**config.mk**
```make
export PLATFORM = sky130hd
export DESIGN_NAME = dma_tag_seq
export DESIGN_NICKNAME = d
export VERILOG_FILES = /design/src/rtl/dma_tag_seq.sv
export SDC_FILE = /design/constraint.sdc
export NUM_CORES = 1
export LEC_CHECK = 0
export BUFFER_PORTS_ARGS = -buffer_cell sky130_fd_sc_hd__buf_4
export CAP_MARGIN = 20
export CORE_ASPECT_RATIO = 0.5
export CORE_MARGIN = 10
export CORE_UTILIZATION = 40
export DETAILED_ROUTE_END_ITERATION = 7
export GPL_TIMING_DRIVEN = 0
export PLACE_DENSITY = 0.55
export SYNTH_ARGS = -nofsm -noshare
export SYNTH_HDL_FRONTEND = slang
export SYNTH_SLANG_ARGS = --single-unit
```
**constraint.sdc**
```tcl
create_clock -name clk -period 4.5 [get_ports clk]
set_clock_uncertainty 0.1 [all_clocks]
set_input_delay 0.675 -clock clk [delete_from_list [all_inputs] [get_ports clk]]
set_output_delay 0.675 -clock clk [all_outputs]
set_load 0.01 [all_outputs]
```
**src/rtl/dma_tag_seq.sv**
```systemverilog
module dma_tag_seq #(
  parameter int ADDR_W = 32,
  parameter int CNT_W  = 16
) (
  input  logic              clk,
  input  logic              rst_n,
  input  logic              tag_valid,
  input  logic [63:0]       tag_data,
  input  logic              reg_we,
  input  logic [2:0]        reg_addr,
  input  logic [31:0]       reg_wdata,
  output logic [31:0]       reg_rdata,
  output logic              pkt_valid,
  output logic [ADDR_W-1:0] pkt_addr,
  output logic [CNT_W-1:0]  pkt_qwc,
  output logic              chain_done,
  output logic              chain_err
);
  localparam logic [ADDR_W-1:0] QW_BYTES = ADDR_W'(16);
  localparam logic [2:0] K_REFE = 3'd0, K_CNT = 3'd1, K_NEXT = 3'd2, K_REF = 3'd3,
                         K_REFS = 3'd4, K_CALL = 3'd5, K_RET = 3'd6, K_END = 3'd7;

  logic [31:0]       ctl;
  logic [ADDR_W-1:0] madr, tadr, slot0, slot1;
  logic [CNT_W-1:0]  qwc;

  wire [2:0]        kind   = tag_data[30:28];
  wire [CNT_W-1:0]  tcnt   = tag_data[CNT_W-1:0];
  wire [ADDR_W-1:0] taddr  = tag_data[32 +: ADDR_W];
  wire [1:0]        depth  = ctl[5:4];
  wire [ADDR_W-1:0] follow = tadr + QW_BYTES;
  wire [ADDR_W-1:0] after  = follow + (ADDR_W'(tcnt) << 4);
  wire              irq    = ctl[7] & tag_data[31];
  wire              fault  = (kind == K_CALL && depth[1]) || (kind == K_RET && depth == 2'd0);

  logic [ADDR_W-1:0] n_madr, n_tadr, n_slot0, n_slot1;
  logic [1:0]        n_depth;
  logic              last;

  always_comb begin
    n_madr  = follow;
    n_tadr  = tadr;
    n_slot0 = slot0;
    n_slot1 = slot1;
    n_depth = depth;
    last    = 1'b0;
    case (kind)
      K_REFE: begin n_madr = taddr; last = 1'b1; end
      K_CNT:  n_tadr = after;
      K_NEXT: n_tadr = taddr;
      K_REF, K_REFS: begin n_madr = taddr; n_tadr = follow; end
      K_CALL: begin
        n_tadr = taddr;
        if (depth == 2'd0) begin n_slot0 = after; n_depth = 2'd1; end
        else if (depth == 2'd1) begin n_slot1 = after; n_depth = 2'd2; end
      end
      K_RET: begin
        if (depth[1]) begin n_tadr = slot1; n_slot1 = '0; n_depth = 2'd1; end
        else if (depth == 2'd1) begin n_tadr = slot0; n_slot0 = '0; n_depth = 2'd0; end
      end
      default: last = 1'b1;
    endcase
  end

  always_ff @(posedge clk) begin
    if (!rst_n) begin
      ctl <= '0; madr <= '0; tadr <= '0; slot0 <= '0; slot1 <= '0; qwc <= '0;
      pkt_valid <= 1'b0; pkt_addr <= '0; pkt_qwc <= '0;
      chain_done <= 1'b0; chain_err <= 1'b0;
    end else begin
      pkt_valid  <= 1'b0;
      chain_done <= 1'b0;
      chain_err  <= 1'b0;
      if (tag_valid) begin
        if (fault) begin
          ctl        <= {tag_data[31:16], ctl[15:0]};
          chain_done <= 1'b1;
          chain_err  <= 1'b1;
        end else begin
          ctl        <= {tag_data[31:16], ctl[15:6], n_depth, ctl[3:0]};
          madr       <= n_madr;
          tadr       <= n_tadr;
          slot0      <= n_slot0;
          slot1      <= n_slot1;
          qwc        <= irq ? '0 : tcnt;
          pkt_valid  <= 1'b1;
          pkt_addr   <= n_madr;
          pkt_qwc    <= tcnt;
          chain_done <= last | irq;
        end
      end else if (reg_we) begin
        case (reg_addr)
          3'd0: ctl   <= reg_wdata;
          3'd1: madr  <= reg_wdata[ADDR_W-1:0];
          3'd2: qwc   <= reg_wdata[CNT_W-1:0];
          3'd3: tadr  <= reg_wdata[ADDR_W-1:0];
          3'd4: slot0 <= reg_wdata[ADDR_W-1:0];
          3'd5: slot1 <= reg_wdata[ADDR_W-1:0];
          default: ;
        endcase
      end
    end
  end

  always_comb begin
    case (reg_addr)
      3'd0:    reg_rdata = ctl;
      3'd1:    reg_rdata = 32'(madr);
      3'd2:    reg_rdata = 32'(qwc);
      3'd3:    reg_rdata = 32'(tadr);
      3'd4:    reg_rdata = 32'(slot0);
      3'd5:    reg_rdata = 32'(slot1);
      default: reg_rdata = '0;
    endcase
  end

  AST_ERR_IMPLIES_DONE: assert property (@(posedge clk) disable iff (!rst_n)
    chain_err |-> chain_done && !pkt_valid);
  AST_CTL_LOW_KEPT: assert property (@(posedge clk) disable iff (!rst_n)
    tag_valid |=> ctl[15:6] == $past(ctl[15:6]) && ctl[3:0] == $past(ctl[3:0]));
  AST_END_TADR_HOLD: assert property (@(posedge clk) disable iff (!rst_n)
    tag_valid && (kind == K_END || kind == K_REFE) |=> tadr == $past(tadr));
  AST_IRQ_STOPS: assert property (@(posedge clk) disable iff (!rst_n)
    tag_valid && irq && !fault |=> chain_done && qwc == '0);
  AST_PKT_MATCHES_MADR: assert property (@(posedge clk) disable iff (!rst_n)
    pkt_valid |-> pkt_addr == madr);
  AST_DEPTH_STEP: assert property (@(posedge clk) disable iff (!rst_n)
    tag_valid && kind == K_CALL && depth == 2'd0 |=> ctl[5:4] == 2'd1 && slot0 == $past(after));
endmodule

```
==> flow_summary.json, run 1 <==
{
  "synth_area_um2": 13000,
  "start_kind": "primary input",
  "grt.total_usage_pct": 34.1,
  "cts_setup_buffers": 0,
  "rsz0062_at_grt": "no",
  "antenna_found_initial": 3,
  "slew_headroom_pct": 16.8,
  "min-delay-start": "reg_wdata[2]",
  "drc_errors": 0,
  "synth.avg_cell_area_um2": 7.85,
  "cp_max_fo": 10,
  "postLayoutCellArea_um2": 15900,
  "ant_nets": 0,
  "hpwl_um": 55100,
  "syn2layout_area_growth_pct": 22.3,
  "final_net_count": 1990,
  "synthesis.nets": 1781,
  "whs_ps": 267,
  "ys.flop_type": "dfxtp_1",
  "fin_util_pct": 49.9,
  "die_w_um": 275,
  "total_leakage_power_nw": 5.99,
  "holdPathStages": 3,
  "ios": 186,
  "drt_pass1_iterations": 6,
  "layout_common_cells": "a21oi_1 (229), dfxtp_1 (227), nand2_1 (207)",
  "r2r-start": "tadr[6]",
  "ctsLongestPathBuffers": 3,
  "reg2reg_to": "tadr[30]",
  "grt_pass1_vias": 14100,
  "yosys_warnings": 0,
  "period_needed_ps": 4550,
  "rr_worst_depth": 14,
  "clkSinkCount": 227,
  "tightest_slew_ps": 1250,
  "end_kind": "output port",
  "syn_inst": 1652,
  "dieArea_um2": 40500,
  "synth-edff-count": 0,
  "status": "finished with violations",
  "register_area_um2": 4540,
  "tns_ps": -113,
  "power_density_nw_per_um2": 368,
  "hold_end": "ctl[2]",
  "htreeDepth": 1,
  "r2r_slack_ps": 0,
  "vias_per_cell": 6.59,
  "ctsHoldBuffers": 0,
  "die_h_um": 147,
  "numCtsBuffers": 24,
  "std_cell_rows": 46,
  "cts_tree": "built",
  "insertion_delay_ps": 570,
  "start_util_pct": 40.8,
  "cts-root-buf": "clkbuf_16",
  "setup_violations": 5,
  "fin_crit_sh_pct": 101,
  "dr_total_vias": 15200,
  "crit_type": "in2out",
  "io_buffers": 182,
  "multi_input_area_um2": 7920,
  "fillers": 3139,
  "synth_cell_type_count": 69,
  "required_ps": 3720,
  "setup_slack_ps": -47.7,
  "synth-seq-cells": 227,
  "synthArstFlopShare_pct": 0,
  "timing.fmax_mhz": 220,
  "wl_per_cell_um": 31.4,
  "ir_drop_v": 0.000331,
  "grt-ovfl-total": 0,
  "grt_max_degree": 15,
  "layout-drive-gt1-share_pct": 17.0,
  "cp.arrival_ps": 3770,
  "hold_viol": 0,
  "drt_iter0_markers": 2427,
  "wirelength_um": 72700,
  "layout_commonest_cell": "a21oi_1",
  "min_path_type": "in2reg",
  "diodes": 0,
  "grt_pass1_wl_um": 101000,
  "routabilityCongestion": 1.01,
  "violations": "negative setup slack",
  "dpl-instance-area_um2": 14900,
  "ys_seq_area_share_pct": 35.0,
  "core-area_um2": 31800,
  "clkTransAtPathRegs_ps": 70,
  "max-cap-violations": 0,
  "finalPower_mw": 5.84,
  "drv_slew": 0
}
[cell families (layout without fill, tap and decap cells)]
logic type / Yosys count / after routing / synth area share (%)
DFF: 227 / 227 / 35.0
AOI/OAI and AO/OA: 591 / 591 / 28.2
and+or+nand+nor: 506 / 506 / 17.9
adders and majority gates: 26 / 26 / 2.57
buffers and inverters: 164 / 391 / 4.98
xor gates and xnor gates: 44 / 44 / 2.97
muxes: 94 / 94 / 8.33
[synthesized netlist by cell type, types with 4 or more instances]
library cell	n	area share [%]
nor2b_1	33	1.6
nor3_1	22	0.85
nand3_1	38	1.5
o221ai_1	11	0.74
o21a_1	4	0.23
a22oi_1	49	2.8
xnor2_1	26	1.8
nand2_1	207	6.0
buf_2	9	0.35
inv_1	29	0.84
ha_1	25	2.4
and3_1	8	0.39
a221oi_1	5	0.34
clkbuf_1	107	3.1
dfxtp_1	227	35
nor2_1	140	4.1
a21o_1	11	0.64
mux4_2	8	1.4
a221o_1	11	0.85
a211oi_1	80	4.6
or3_1	8	0.39
xor2_1	18	1.2
a31oi_1	22	1.1
o21ai_1	5	0.19
mux2_2	32	2.8
o31ai_1	9	0.52
buf_1	15	0.43
and2_1	9	0.43
a21oi_1	229	8.8
nand4_1	7	0.34
o221a_2	5	0.43
a222oi_1	10	0.77
o21ai_0	106	4.1
o21bai_1	4	0.23
mux2i_1	54	4.2
o211ai_1	12	0.69
nor4_1	6	0.29
[stage by stage]
step	instances	setup WS, ps
CTS	2311	1.88
floorplan	1652	669
finish	2311	-47.7
global route	2311	10.8
detailed placement	2268	-623
global placement	2266	-660
[per-layer routing]
metal  global-route usage [%]  wire, um
met4                     13.5      3040
met1                     46.0     29700
met3                     10.5      9460
met2                     49.5     30500
met5                        0        17
[what timing repair did]
| action | CTS | global route |
|---|---|---|
| resized for setup | 11 | 15 |
| endpoints found under the setup margin | 23 | 22 |
| pin swaps | 1 | 0 |
[area by class of cell]
type	instances	share of cell area (%)
inverter	30	0.709
multi-input combinational	1261	49.9
clock buffer	32	4.23
clock inverter	12	0.985
timing repair buffer	185	8.82
tap	432	3.41
buffer	132	3.31
sequential	227	28.6
[sequential cells by signal, indices dropped and copies added (netlist names)]
name,flops
chain_done,1
madr,32
pkt_qwc,16
qwc,16
tadr,32
ctl,32
pkt_valid,1
slot1,32
slot0,32
pkt_addr,32
chain_err,1
[power breakdown]
part           internal, mW  leakage, nW  switching (mW)  total (mW)
registers              2.14         1.86           0.106        2.25
logic                 0.462         3.72           0.931        1.39
clock network          1.23        0.407           0.971        2.20
total                  3.83         5.99            2.01        5.84
[worst max-delay path, cell delays in order]
cell and delay (ps):
clkbuf_1 310, and3_1 220, clkbuf_1 300, clkbuf_1 960
clkbuf_1 740, nand2_1 160, o21ai_0 190, buf_4 190
[worst max path at each step]
stage	from	end	slack [ps]	cells after the start
2_1_floorplan	tadr[4]	tadr[30]	670	15
3_3_place_gp	tadr[4]	tadr[30]	-660	15
5_1_grt	tadr[6]	tadr[23]	10	14
4_1_cts	tadr[6]	tadr[30]	2	15
3_5_place_dp	tadr[5]	slot0[28]	-620	15
6_report	reg_addr[0]	reg_rdata[20]	-50	8
No activity file was read; power rests on OpenSTA's default activity.
==> run 2: changes to the inputs <==
--- a/config.mk
+++ b/config.mk
@@ -11,7 +11,8 @@
 export CORE_MARGIN = 10
 export CORE_UTILIZATION = 40
 export DETAILED_ROUTE_END_ITERATION = 7
-export GPL_TIMING_DRIVEN = 0
+export GPL_ROUTABILITY_DRIVEN = 0
+export GPL_TIMING_DRIVEN = 1
 export PLACE_DENSITY = 0.55
 export SYNTH_ARGS = -nofsm -noshare
 export SYNTH_HDL_FRONTEND = slang
==> run 2 against run 1 <==
Effect of this change:
- the flow now finishes without violations
- global-route usage decreased by 7.3 points
- worst setup slack better by 380 ps
- register-to-register slack improved by 330 ps
- via count decreased by 8.6%
- largest power group unchanged
==> flow_summary.json, run 2 (synthesis results as in run 1) <==
{
  "insertion_delay_ps": 530,
  "io_buffers": 185,
  "cpPeakStageDelay_ps": 560,
  "crit_chain": "ha_1 > and4_1 > and2_1 > and4_1 > xor2_1 > ha_1 > nand3_1 > nor3_1 > o31ai_1 > a31oi_2 > o21ai_1 > or4_4 > nor4b_4 > or3_1",
  "wl_per_cell_um": 25.5,
  "grt.total_usage_pct": 26.8,
  "min-delay-start": "reg_wdata[0]",
  "grt-ovfl-total": 0,
  "hpwl_um": 40100,
  "drt_pass1_iterations": 6,
  "layout_common_cells": "buf_4 (237), a21oi_1 (229), dfxtp_1 (226)",
  "finalPower_mw": 5.49,
  "grt_pass1_vias": 13400,
  "critPathLaunch": "tadr[5]",
  "tns_ps": 0,
  "grt_max_degree": 71,
  "status": "finished, final reports clean",
  "timing.fmax_mhz": 240,
  "max-cap-violations": 0,
  "crit_type": "reg2reg",
  "slew_headroom_pct": 35.7,
  "r2r_slack_ps": 330,
  "drv_slew": 0,
  "die_h_um": 147,
  "vias_per_cell": 6.25,
  "layout-drive-gt1-share_pct": 19.4,
  "layout_commonest_cell": "buf_4",
  "std_cell_rows": 46,
  "ant_nets": 0,
  "wirelength_um": 56700,
  "dr_total_vias": 13900,
  "rsz0062_at_grt": "no",
  "drc_errors": 0,
  "cts-root-buf": "clkbuf_16",
  "clkSinkCount": 227,
  "cts_tree": "built",
  "ios": 186,
  "cp_max_fo": 8,
  "numCtsBuffers": 22,
  "start_util_pct": 40.8,
  "dieArea_um2": 40500,
  "hold_viol": 0,
  "period_needed_ps": 4170,
  "tightest_slew_ps": 965,
  "required_ps": 4810,
  "clkTransAtPathRegs_ps": 70,
  "ctsLongestPathBuffers": 3,
  "grt_pass1_wl_um": 83800,
  "core-area_um2": 31800,
  "slowest_stage": "or4_4",
  "start_kind": "register",
  "final_net_count": 1909,
  "setup_violations": 0,
  "power_density_nw_per_um2": 351,
  "drt_iter0_markers": 1672,
  "end_kind": "register",
  "cp.arrival_ps": 4480,
  "cts_setup_buffers": 0,
  "fillers": 3144,
  "r2r-start": "tadr[5]",
  "die_w_um": 275,
  "antenna_found_initial": 0,
  "total_leakage_power_nw": 6.02,
  "syn2layout_area_growth_pct": 20.4,
  "min_path_type": "in2reg",
  "htreeDepth": 1,
  "fin_crit_sh_pct": 92.6,
  "diodes": 0,
  "ir_drop_v": 0.000230
}
run 2: changes by cell type in the layout (fill, tap and decap cells not counted), moves of 5 or more:
| cell | change |
|---|---|
| clkbuf_1 | -109 |
| buf_4 | +54 |
| buf_1 | -14 |
| buf_2 | -9 |
| buf_6 | -5 |
run 2: metal layers:
metal  up-vias  global-route usage, %  wire (um)
li1       6272                      -          -
met1      6722                   35.6      24100
met2       768                   41.3      24900
met3       153                   4.81       4900
met4         0                   12.5       2830
met5         -                      0          0
run 2: layout make-up:
| cell class | count | area [um^2] | area share [%] |
|---|---|---|---|
| clock inverters | 10 | 105 | 0.673 |
| inverters | 30 | 115 | 0.737 |
| clock buffers | 30 | 662 | 4.24 |
| multi-input cells | 1261 | 7860 | 50.3 |
| well taps | 432 | 541 | 3.46 |
| flip-flops and latches | 227 | 4550 | 29.1 |
| repair buffers | 238 | 1800 | 11.5 |
run 2: metrics by stage:
stage | worst slack, ps | cell area (um^2) | cells | utilization, % | hold WS (ps)
finish | 333 | 15600 | 2228 | 49.1 | 294
global route | 50.2 | 15600 | 2228 | 49.1 | 288
CTS | 225 | 15600 | 2227 | 49.0 | 288
detailed placement | 255 | 14800 | 2187 | 46.6 | 347
global placement | 334 | 14800 | 2187 | 46.6 | 345
floorplan | 669 | 13000 | 1652 | - | 336
run 2: path summary, 6_finish.rpt:
path | cells past startpoint | end
min | 3 | ctl[0]
max | 14 | tadr[30]
min reg2reg | 2 | pkt_addr[14]
max reg2reg | 14 | tadr[30]
run 2: what timing repair did:
item	CTS	global route
resized for setup	0	1
hold buffers	0	0
setup endpoints to repair	0	5
run 2: critical path: cells and delay by family (launching register included):
kind / cells / cell delay (ps)
XOR/XNOR: 1 / 250
AO/OA/AOI/OAI: 3 / 640
flip-flops: 1 / 400
AND/OR/NAND/NOR: 8 / 2060
adder cells (fa/ha/maj): 2 / 580
run 2: report_power, final:
group	internal, mW	leakage [nW]	switching, mW
Clock	1.15	0.380	0.866
Combinational	0.458	3.77	0.758
Sequential	2.14	1.86	0.117
Total	3.75	6.02	1.74
==> run 3: changes to the inputs <==
==> constraint.sdc (replaced) <==
create_clock -name clk -period 4.4 [get_ports clk]
set_clock_uncertainty 0.1 [all_clocks]
set_input_delay 0.66 -clock clk [delete_from_list [all_inputs] [get_ports clk]]
set_output_delay 0.66 -clock clk [all_outputs]
set_load 0.01 [all_outputs]
==> run 3 against run 2 <==
Effect of this change:
- clock power about the same
- first-iteration DRC count decreased by 1.4%
- die area unchanged
- design area about the same
- utilization about the same
- worst hold slack got worse by 25 ps
- non-clock buffer count decreased by 2
- flip-flop and latch count unchanged
- wire length decreased by 1.2%
- critical path type unchanged
==> flow_summary.json, run 3 (synthesis results as in run 1) <==
{
  "status": "finished, final reports clean",
  "power_frac_clock_pct": 36.3,
  "hold_viol": 0,
  "power.internal_mw": 3.79,
  "power_density_nw_per_um2": 357,
  "wl_met1_um": 23700,
  "dpl-instance-area_um2": 14900,
  "reg2reg_to": "tadr[30]",
  "min-delay-start": "reg_wdata[6]",
  "clkTransAtPathRegs_ps": 70,
  "grt_pass1_wl_um": 83500,
  "grt_pass1_vias": 13300,
  "grt_max_degree": 72,
  "cp.arrival_ps": 4560,
  "core-area_um2": 31800,
  "ctsLongestPathBuffers": 3,
  "hpwl_um": 39400,
  "total_leakage_power_nw": 5.99,
  "postLayoutCellArea_um2": 15600,
  "dieArea_um2": 40500,
  "start_util_pct": 40.8,
  "required_ps": 4720,
  "htreeDepth": 1,
  "setup_violations": 0,
  "cts-root-buf": "clkbuf_16",
  "switching_share_pct": 32.0,
  "io_buffers": 185,
  "syn2layout_area_growth_pct": 20.5,
  "die_w_um": 275,
  "ir_drop_v": 0.000232,
  "wirelength_um": 56100,
  "ios": 186,
  "hold_end": "ctl[6]",
  "die_h_um": 147,
  "ant_nets": 0,
  "start_kind": "register",
  "drt_pass1_iterations": 6,
  "maxUsedRoutingLayer": "met4",
  "r2r_slack_ps": 160,
  "max-cap-violations": 0,
  "final_net_count": 1908,
  "drt_iter0_markers": 1649,
  "rr_worst_depth": 14,
  "grt.total_usage_pct": 26.7,
  "clkSinkCount": 227,
  "p_switching_mw": 1.78,
  "holdPathStages": 3,
  "met2_length_um": 24900,
  "layout-drive-gt1-share_pct": 19.4,
  "antenna_found_initial": 0,
  "diodes": 0,
  "drc_errors": 0,
  "pwr-share-seq_pct": 41.3,
  "r2r-start": "tadr[5]",
  "period_needed_ps": 4240,
  "vias_per_cell": 6.15,
  "ctsHoldBuffers": 0,
  "fin_crit_sh_pct": 96.4,
  "cts_tree": "built",
  "combinationalPowerShare_pct": 22.4,
  "wl_met3_um": 5300,
  "finalPower_mw": 5.57,
  "wl_per_cell_um": 25.2,
  "grt-ovfl-total": 0,
  "timing.fmax_mhz": 236,
  "cp_max_fo": 8,
  "slew_headroom_pct": 26.7,
  "std_cell_rows": 46,
  "drv_slew": 0,
  "whs_ps": 268,
  "tightest_slew_ps": 1100,
  "min_path_type": "in2reg",
  "rsz0062_at_grt": "no",
  "tns_ps": 0,
  "end_kind": "register",
  "insertion_delay_ps": 550,
  "crit_type": "reg2reg",
  "numCtsBuffers": 23,
  "dr_total_vias": 13700,
  "layout_commonest_cell": "buf_4",
  "layout_common_cells": "buf_4 (234), a21oi_1 (229), dfxtp_1 (226)"
}
==> run 3: power by group through the flow <==
stage,clock [mW],combinational [mW],sequential (mW)
6_report,2.03,1.25,2.30
5_1_grt,2.15,1.34,2.32
4_1_cts,2.06,1.22,2.30
3_5_place_dp,0,1.22,2.34
3_3_place_gp,0,1.20,2.34
2_1_floorplan,0,0.726,2.32
==> run 3: final cells by class <==
| cell class | count | area (um^2) |
|---|---|---|
| clock buffer | 35 | 681 |
| timing repair buffer | 236 | 1800 |
| tap | 432 | 541 |
| clock inverter | 6 | 68.8 |
| multi-input combinational | 1261 | 7880 |
| inverter | 30 | 115 |
| fill | 3138 | 16200 |
| sequential | 227 | 4550 |
==> run 3: repair_timing <==
item / 4_1_cts / 5_1_grt
endpoints found under the setup margin: 0 / 8
gates resized for setup: 0 / 6
setup buffers: 0 / 0
==> run 3: through the flow <==
stage	cells	setup slack, ps	utilization (%)
after floorplan	1652	569	-
after global placement	2186	296	46.7
after detailed placement	2186	137	46.7
after CTS	2227	104	49.0
after global routing	2227	4.97	49.1
final	2227	160	49.1
==> run 3: per-layer routing <==
metal  global-route usage, %  up-vias
met5                       0        -
li1                        -     6272
met1                    35.8     6553
met4                    11.0        0
met3                    5.17      134
met2                    41.2      746
==> run 3: critical path, cell delays in order (launching register included) <==
cell	delay, ps
dfxtp_1	410
ha_2	250
and4_2	330
and2_1	200
and4_1	250
xor2_2	100
ha_2	410
nand3_1	130
nor3_1	200
o31ai_1	170
a31oi_1	320
o21ai_1	170
or4_4	570
nor4b_4	150
or3_1	360
==> run 3: worst max-delay path by stage <==
stage | start | endpoint | slack, ps | cells after the start
detailed placement | tadr[5] | tadr[30] | 140 | 14
CTS | tadr[5] | tadr[30] | 100 | 14
global placement | tadr[4] | tadr[30] | 300 | 14
finish | tadr[5] | tadr[30] | 160 | 14
floorplan | tadr[4] | tadr[30] | 570 | 15
global route | tadr[5] | slot0[28] | 5 | 15
